$ cat src/rtl/lookahead_btb.sv
module lookahead_btb #(
  parameter int PC_W  = 32,
  parameter int IDX_W = 4,
  parameter int LOOK  = 2
) (
  input  logic            clk,
  input  logic            rst_n,
  input  logic            br_valid,
  input  logic [PC_W-1:0] br_pc,
  input  logic            br_taken,
  input  logic [PC_W-1:0] br_target,
  output logic            pred_valid,
  output logic [PC_W-1:0] pred_addr
);
  localparam int DEPTH = 1 << IDX_W;
  localparam int NC    = 1 << LOOK;
  localparam int TAG_W = PC_W - IDX_W;
  localparam int CI_W  = (LOOK == 0) ? 1 : LOOK;
  localparam int HC_W  = $clog2(LOOK + 2);

  logic [TAG_W-1:0] tag_q  [DEPTH];
  logic [DEPTH-1:0] vld_q;
  logic [PC_W-1:0]  addr_q [DEPTH][NC];
  logic [1:0]       cnt_q  [DEPTH][NC];

  logic [PC_W-1:0] src_pc;
  logic            hist_full;

  generate
    if (LOOK == 0) begin : g_nohist
      assign src_pc    = br_pc;
      assign hist_full = 1'b1;
    end else begin : g_hist
      logic [PC_W-1:0] hist_q [LOOK];
      logic [HC_W-1:0] hcnt_q;
      always_ff @(posedge clk) begin
        if (!rst_n) begin
          hcnt_q <= '0;
        end else if (br_valid) begin
          hist_q[LOOK-1] <= br_pc;
          for (int i = 0; i < LOOK - 1; i++) hist_q[i] <= hist_q[i+1];
          if (hcnt_q != HC_W'(LOOK)) hcnt_q <= hcnt_q + 1'b1;
        end
      end
      assign src_pc    = hist_q[0];
      assign hist_full = (hcnt_q == HC_W'(LOOK));
    end
  endgenerate

  wire [IDX_W-1:0] l_idx = br_pc[IDX_W-1:0];
  wire             l_hit = vld_q[l_idx] && (tag_q[l_idx] == br_pc[PC_W-1:IDX_W]);
  logic [CI_W-1:0] l_best;

  always_comb begin
    l_best = '0;
    for (int j = 1; j < NC; j++)
      if (cnt_q[l_idx][j] > cnt_q[l_idx][l_best]) l_best = CI_W'(j);
  end

  wire [IDX_W-1:0] u_idx  = src_pc[IDX_W-1:0];
  wire             u_hit  = vld_q[u_idx] && (tag_q[u_idx] == src_pc[PC_W-1:IDX_W]);
  wire             upd_en = br_valid && br_taken && hist_full;
  logic            m_found;
  logic [CI_W-1:0] m_sel, v_sel;

  always_comb begin
    m_found = 1'b0;
    m_sel   = '0;
    v_sel   = '0;
    for (int j = 0; j < NC; j++) begin
      if (!m_found && cnt_q[u_idx][j] != 2'd0 && addr_q[u_idx][j] == br_target) begin
        m_found = 1'b1;
        m_sel   = CI_W'(j);
      end
      if (cnt_q[u_idx][j] < cnt_q[u_idx][v_sel]) v_sel = CI_W'(j);
    end
  end

  always_ff @(posedge clk) begin
    if (!rst_n) begin
      vld_q <= '0;
      for (int e = 0; e < DEPTH; e++)
        for (int j = 0; j < NC; j++) cnt_q[e][j] <= 2'd0;
    end else if (upd_en) begin
      if (!u_hit) begin
        vld_q[u_idx] <= 1'b1;
        tag_q[u_idx] <= src_pc[PC_W-1:IDX_W];
        for (int j = 0; j < NC; j++) begin
          addr_q[u_idx][j] <= (j == 0) ? br_target : '0;
          cnt_q[u_idx][j]  <= (j == 0) ? 2'd1 : 2'd0;
        end
      end else begin
        for (int j = 0; j < NC; j++) begin
          if (m_found ? (CI_W'(j) == m_sel) : (CI_W'(j) == v_sel)) begin
            if (!m_found) addr_q[u_idx][j] <= br_target;
            cnt_q[u_idx][j] <= !m_found ? 2'd1 :
                               (cnt_q[u_idx][j] == 2'd3) ? 2'd3 : cnt_q[u_idx][j] + 2'd1;
          end else begin
            cnt_q[u_idx][j] <= (cnt_q[u_idx][j] == 2'd0) ? 2'd0 : cnt_q[u_idx][j] - 2'd1;
          end
        end
      end
    end
  end

  always_ff @(posedge clk) begin
    if (!rst_n) begin
      pred_valid <= 1'b0;
      pred_addr  <= '0;
    end else begin
      pred_valid <= br_valid && l_hit && (cnt_q[l_idx][l_best] != 2'd0);
      pred_addr  <= addr_q[l_idx][l_best];
    end
  end

  AST_IDLE_NO_PRED: assert property (@(posedge clk) disable iff (!rst_n)
    !br_valid |=> !pred_valid);
  AST_PRED_NEEDS_ENTRY: assert property (@(posedge clk) disable iff (!rst_n)
    pred_valid |-> $past(|vld_q));
  AST_HIST_GATE: assert property (@(posedge clk) disable iff (!rst_n)
    (br_valid && !hist_full) |=> $stable(vld_q));
  AST_NOTTAKEN_QUIET: assert property (@(posedge clk) disable iff (!rst_n)
    (br_valid && !br_taken) |=> $stable(vld_q));
  AST_IDLE_QUIET: assert property (@(posedge clk) disable iff (!rst_n)
    !br_valid |=> $stable(vld_q));
  AST_ALLOC_FRESH: assert property (@(posedge clk) disable iff (!rst_n)
    (upd_en && !u_hit) |=> (cnt_q[$past(u_idx)][0] == 2'd1));
endmodule

$ cat config.mk
export PLATFORM = sky130hd
export DESIGN_NAME = lookahead_btb
export DESIGN_NICKNAME = d
export VERILOG_FILES = /design/src/rtl/lookahead_btb.sv
export SDC_FILE = /design/constraint.sdc
export NUM_CORES = 2
export LEC_CHECK = 0
export BUFFER_PORTS_ARGS = -buffer_cell sky130_fd_sc_hd__buf_2
export CORE_UTILIZATION = 30
export DETAILED_ROUTE_END_ITERATION = 8
export PLACE_DENSITY = 0.53
export RECOVER_POWER = 50
export SLEW_MARGIN = 20
export SYNTH_ARGS = -nofsm -noshare
export SYNTH_HDL_FRONTEND = slang
export SYNTH_SLANG_ARGS = --single-unit
$ cat constraint.sdc
create_clock -name clk -period 11.5 [get_ports clk]
set_input_delay 2.3 -clock clk [delete_from_list [all_inputs] [get_ports clk]]
set_output_delay 2.3 -clock clk [all_outputs]
set_load 0.05 [all_outputs]
* Yosys cells after proc, flatten, opt, wreduce, memory -nomap -nowiden
Memories as Yosys holds them, arrays and structs flattened.
Cells that the tools add are included.
Widths: inputs -> output; s select.
** Word-level totals
- Logic and storage cells :: 236
- Memories :: 4
- Bits in writable memories :: 2688
- Register bits after elaboration :: 51
** Operators by class
- Add/subtract/negate cells :: 9
- Muxes and demuxes :: 137
- Bitwise gates (word level) :: 19
- Reductions and logical operators :: 31
- Eq/ne operators :: 18
- Order comparisons :: 14
** Memories
- addr_q :: depth 16, bits a word 128, read ports 2, clocked after Yosys merged registers in 0, wr ports 1, line 23 : logic [PC_W-1:0] addr_q [DEPTH][NC];
- tag_q :: depth 16, bits a word 28, read ports 2, clocked after Yosys merged registers in 0, wr ports 1, line 21 : logic [TAG_W-1:0] tag_q [DEPTH];
- cnt_q :: depth 16, bits a word 8, read ports 2, clocked after Yosys merged registers in 0, wr ports 16, line 24 : logic [1:0] cnt_q [DEPTH][NC];
- g_hist.hist_q :: depth 2, bits a word 32, read ports 2, clocked after Yosys merged registers in 0, wr ports 2, line 34 : logic [PC_W-1:0] hist_q [LOOK];
** Operator list (number)
- $mux 32 :: 6
- $eq 32x32->1 :: 4
- $mux 1 :: 83
- $mux 2 :: 36
- $bmux 32 s2 :: 1
- $eq 28x28->1 :: 2
- $bmux 2 s2 :: 5
- $or 16x16->16 :: 1
- $ge 3x3->1 const B :: 5
- $not 2->3 :: 5
- $logic_and 1x1->1 :: 14
- $logic_not 2->1 :: 6
- $or 1x1->1 :: 12
- $add 2x1->2 const B :: 5
- $eq 2x2->1 const B :: 5
- $lt 4x5->1 const B :: 2
- $reduce_bool 2->1 :: 5
- $bmux 1 s4 :: 2
- $eq 2x2->1 const A :: 4
- $mux 4 :: 2
- $mux 8 :: 1
- $reduce_or 8->1 :: 1
- $sub 2x1->2 const B :: 4
- $gt 2x2->1 :: 3
- other kinds (8) :: 14

* Longest topological paths before layout
An unclocked memory read counts as a cell.
- Word-level depth :: 28
- Depth in mapped cells :: 30
- Gate-level depth less buffers :: 22

* Least setup slack after synthesis
No wires, ideal clock.
- Kind :: input-to-reg
- Start point :: input br_pc[0]
- End point :: register pred_addr[15]
- Setup time :: 137 ps
- Arrival time :: 9294 ps
- Required time :: 11363 ps
- Cell stages on the path :: 27
- Slack :: 2069 ps
- Path through :: clkbuf_1 -> clkbuf_1 -> buf_1 -> buf_1 -> mux4_2 -> mux4_2 -> inv_1 -> ha_1 -> o22ai_1 -> nand2_1 -> o21ai_0 -> ha_1 -> nor2b_1 -> o21ai_0 -> inv_1 -> nor2_1 -> a21oi_1 -> ha_1 -> nor2b_1 -> o21ai_1 -> o21ai_1 -> buf_1 -> clkbuf_1 -> buf_1 -> mux4_2 -> mux2i_1 -> a211oi_1
** On the way
- Word-level cells in the longest chain between the ends :: 19
** Ends and longest elaborated chain
- start, declared :: line 9 : input logic [PC_W-1:0] br_pc,
- $mem_v2 16x8
- $gt 2x2->1 :: line 57 : if (cnt_q[l_idx][j] > cnt_q[l_idx][l_best]) l_best = CI_W'(j);
- $mux 1 :: line 57
- $not 2->3 (not written as such) :: line 57
- $bmux 2 s2 :: line 57
- $mux 2 (not written as such) (2 in series) :: line 57
- $gt 2x2->1 :: line 57
- $mux 2 :: line 57
- $not 2->3 (not written as such) :: line 57
- $bmux 2 s2 :: line 57
- $mux 2 (not written as such) (2 in series) :: line 57
- $gt 2x2->1 :: line 57
- $mux 2 :: line 57
- $not 2->3 (not written as such) :: line 112 : pred_addr <= addr_q[l_idx][l_best];
- $bmux 32 s2 * :: line 112
- $mux 32 (not written as such) * (2 in series) :: line 112
- end signal, assigned :: line 112
- end, declared :: line 13 : output logic [PC_W-1:0] pred_addr
Mark *: on every way between the ends. The rest lies on a longest branch, timed or not. The select of a mux whose other input is x is not followed.
A chain may end at the register's enable or synchronous reset.

* Final worst setup path
- Start point :: input br_target[6]
- End point :: memory addr_q[11][26] in the netlist's numbering (enable)
** On the way
- Word-level cells in the longest chain between the ends :: 23
** Ends and longest elaborated chain
- start, declared :: line 11 : input logic [PC_W-1:0] br_target,
- $eq 32x32->1 :: line 71 : if (!m_found && cnt_q[u_idx][j] != 2'd0 && addr_q[u_idx][j] == br_target) begin
- $logic_and 1x1->1 :: line 71
- $mux 1 :: line 71
- $logic_not 1->1 :: line 71
- $logic_and 1x1->1 (2 in series) :: line 71
- $mux 1 :: line 71
- $logic_not 1->1 :: line 71
- $logic_and 1x1->1 (2 in series) :: line 71
- [... 5 more ...]
- $eq 2x2->1 :: line 94 : if (m_found ? (CI_W'(j) == m_sel) : (CI_W'(j) == v_sel)) begin
- $mux 1 :: line 94
- $mux 1 * :: line 94
- $mux 1 * :: line 85 : if (!u_hit) begin
- $mux 1 * :: line 84 : end else if (upd_en) begin
- $mux 1 * :: line 80 : if (!rst_n) begin
- $mux 1 (not written as such) * :: line 95 : if (!m_found) addr_q[u_idx][j] <= br_target;
- $or 1x1->1 (no source line) *
- end, declared :: line 23
Mark *: on every way between the ends. The rest lies on a longest branch, timed or not.

==> impl_metrics.json <==
{
  "end_kind": "flop",
  "drive_gt1_share_pct": 31.4,
  "p_int_w": 0.0173,
  "relSlewSlack_pct": -155,
  "antenna_found_initial": 75,
  "grt_pass1_wl_um": 679000,
  "violations": "max-capacitance violations, max-slew violations",
  "ys_seq_elements": 2739,
  "p_comb_share_pct": 9.6,
  "postSynth.asyncResetShare_pct": 0,
  "cts_buffer_depth": 4,
  "postRouteAntennaNets": 0,
  "status": "complete, but fails checks",
  "rsz0062_at_grt": "no",
  "routabilityCongestion": 0.941,
  "synth_cell_types": 101,
  "start_kind": "primary input",
  "peakVddDrop_mv": 0.223,
  "fp-row-count": 242,
  "power.density_nw_per_um2": 156,
  "routed_via_density": 5.98,
  "die_w_um": 663,
  "met1_length_um": 191000,
  "design_area_um2": 148000,
  "hold_class": "reg -> reg",
  "die_h_um": 663,
  "skew_ns": 0.0852,
  "crit_type": "in -> reg",
  "cts_hold_buffers": 0,
  "cts_root_buf": "clkbuf_16",
  "routedWlPerCell_um": 38.7,
  "post_cts_buffers": 0,
  "setup_viol_count_final": 0,
  "numPortBuffers": 100,
  "final_util_pct": 34.1,
  "fin_setup_tns_ns": 0,
  "initial_core_util_pct": 30.2,
  "syn_to_final_growth_pct": 13.1,
  "max_slew.worst_pin.slew_ns": 3.83,
  "wl_met2_um": 227000,
  "clk_pin_slew_worst_paths_ns": 0.06,
  "vias": 77600,
  "synth_flop_cell": "edfxtp_1",
  "power_w": 0.0231,
  "syn-num-nets": 6847,
  "wl_um": 503000,
  "nets": 7013,
  "cts-resized-gates": 0,
  "post_synth.cell_area_avg_um2": 19.4,
  "power_leakage_nw": 50.2,
  "first_global_vias": 76800,
  "fin_crit_sh_pct": 87.5,
  "pwr-share-clk_pct": 42.5,
  "sw_frac_of_total_pct": 25.4,
  "dpl_cell_area_um2": 139000,
  "ys_seq_area_share_pct": 62.3,
  "p_sw_w": 0.00587,
  "slew_viol_final": 1402,
  "die-area_um2": 440000,
  "post-dp-hpwl_um": 320000,
  "route.detailed.drc": 0,
  "synthesis.area_um2": 131000,
  "synth_edf_count": 2688,
  "cp_max_fo": 31,
  "core_area_um2": 435000,
  "grt_use_total_pct": 22.3,
  "cts_buffers": 308,
  "p_seq_share_pct": 47.9,
  "clock-sinks": 2739,
  "cp_data_arrival_time_ns": 10.57,
  "cts-htree-levels": 5,
  "firstDrtPassIters": 8,
  "insertion_delay_ns": 0.96,
  "overflow": 0,
  "io_pins": 101,
  "grt_max_degree": 120,
  "yosysWarnings": 0,
  "top_layer": "met5",
  "maxCapViolCount": 55,
  "cts_tree": "yes",
  "crit_required_ns": 12.01,
  "final-hold-violation-count": 0,
  "period_minus_slack_ns": 10.07,
  "drt_iter0_drc": 11800,
  "wl_met3_um": 50000,
  "fmax_mhz": 99.3,
  "syn_inst": 6767
}
stage by stage:
step / hold slack [ns] / setup WS, ns / cells
final: 0.410 / 1.43 / 13000
after global routing: 0.424 / 1.61 / 13000
after CTS: 0.409 / 3.32 / 12900
after detailed placement: 0.405 / 2.34 / 12400
after global placement: 0.405 / 2.06 / 12400
after floorplan: 0.400 / 2.07 / 6767
power by group through the flow:
stage	sequential, W	clock (W)	combinational (W)
after floorplan	0.0113	0	0.00122
after global placement	0.0113	0	0.00218
after detailed placement	0.0113	0	0.00220
after CTS	0.0111	0.00996	0.00220
after global routing	0.0111	0.0103	0.00227
final	0.0111	0.00985	0.00222
kinds of logic after synthesis:
kind of cell | synth area share (%)
flops | 62.3
mux | 27.6
simple gates | 3.10
buf+inv | 2.51
compound gates | 3.18
xor+xnor | 1.24
fa+ha+maj | 0.114
critical path, cell delays in order:
cell and delay [ns]:
buf_2 0.07, clkbuf_1 2.12, inv_1 1.17, o22ai_1 0.44, nand2_1 0.09, o311ai_0 0.13
a2111oi_0 0.13, and4b_1 0.33, and4_1 0.41, nand4b_1 0.28, buf_4 0.24, o21ai_0 1.85
clkbuf_1 0.91
area by class of cell:
cell class              instances  area (µm²)
multi-input cells            3422       46500
repair buffers                402        2780
clock buffers                 372        8050
diodes                         79         198
well taps                    5734        7170
inverters                      60         240
flip-flops and latches       2739       81700
fillers                     40700      286000
clock inverters               183        1770
worst paths after layout:
kind	to	startpoint	slack [ns]	cells after the start
worst max-delay path	addr_q[11][26]$_DFFE_PP_	br_target[6]	1.43	13
worst min register to register	g_hist.hist_q[0][4]$_DFFE_PP_	g_hist.hist_q[0][36]$_DFFE_PP_	0.41	0
worst max register to register	addr_q[11][26]$_DFFE_PP_	g_hist.hist_q[0][0]$_DFFE_PP_	2.74	15
worst min-delay path	g_hist.hist_q[0][4]$_DFFE_PP_	g_hist.hist_q[0][36]$_DFFE_PP_	0.41	0
metal layers:
metal  vias to the layer above  global-route usage, %
met1                     42200                   29.3
met3                      1076                   4.77
met4                        26                   12.7
li1                      29400                      -
met2                      4973                   34.3
met5                         -                      0
cell usage in the layout, fill, tap and decap left out, types with 17 or more instances in the layout:
cell type,netlist,layout
nor2_1,166,148
a31o_2,20,20
diode_2,0,79
clkinv_1,7,82
mux4_2,1331,1331
nor2_4,0,18
nand2b_1,31,29
buf_12,13,20
xor2_1,34,34
clkbuf_16,0,311
a211oi_1,42,43
and3_1,21,21
nand3_1,51,51
clkbuf_1,239,196
a22oi_1,93,94
a221oi_1,32,31
o21ai_4,0,17
dfxtp_1,51,51
bufinv_16,0,27
nor4_1,19,20
mux2_2,85,85
o22ai_1,63,63
inv_1,47,33
xnor2_1,152,152
buf_2,96,21
o21ai_0,76,60
and2_0,1,23
nor2b_1,34,27
mux4_1,47,47
nand2_1,205,203
clkinv_2,0,49
edfxtp_1,2688,2688
mux2i_1,400,400
a21oi_1,77,78
and2_1,85,60
nor3_1,63,61
buf_4,34,212
or2_2,27,27
nand4_1,28,28
Yosys cell counts, types with 51 or more instances:
library cell / count / area share [%]
clkbuf_1: 239 / 0.68
o21ai_0: 76 / 0.29
nand3_1: 51 / 0.19
nor2_1: 166 / 0.47
a22oi_1: 93 / 0.53
a21oi_1: 77 / 0.29
mux2i_1: 400 / 3.1
edfxtp_1: 2688 / 62
mux4_2: 1331 / 23
nor3_1: 63 / 0.24
buf_2: 96 / 0.37
buf_1: 98 / 0.28
nand2_1: 205 / 0.59
mux2_2: 85 / 0.73
xnor2_1: 152 / 1.0
and2_1: 85 / 0.41
dfxtp_1: 51 / 0.78
o22ai_1: 63 / 0.30
sequential cells by signal (all words and copies together) (netlist names):
register and flops:
pred_addr 32, vld_q 16, g_hist.hcnt_q 2, pred_valid 1
addr_q 2048, cnt_q 128, g_hist.hist_q 64, tag_q 448
Power figures use the tool's default switching activity.
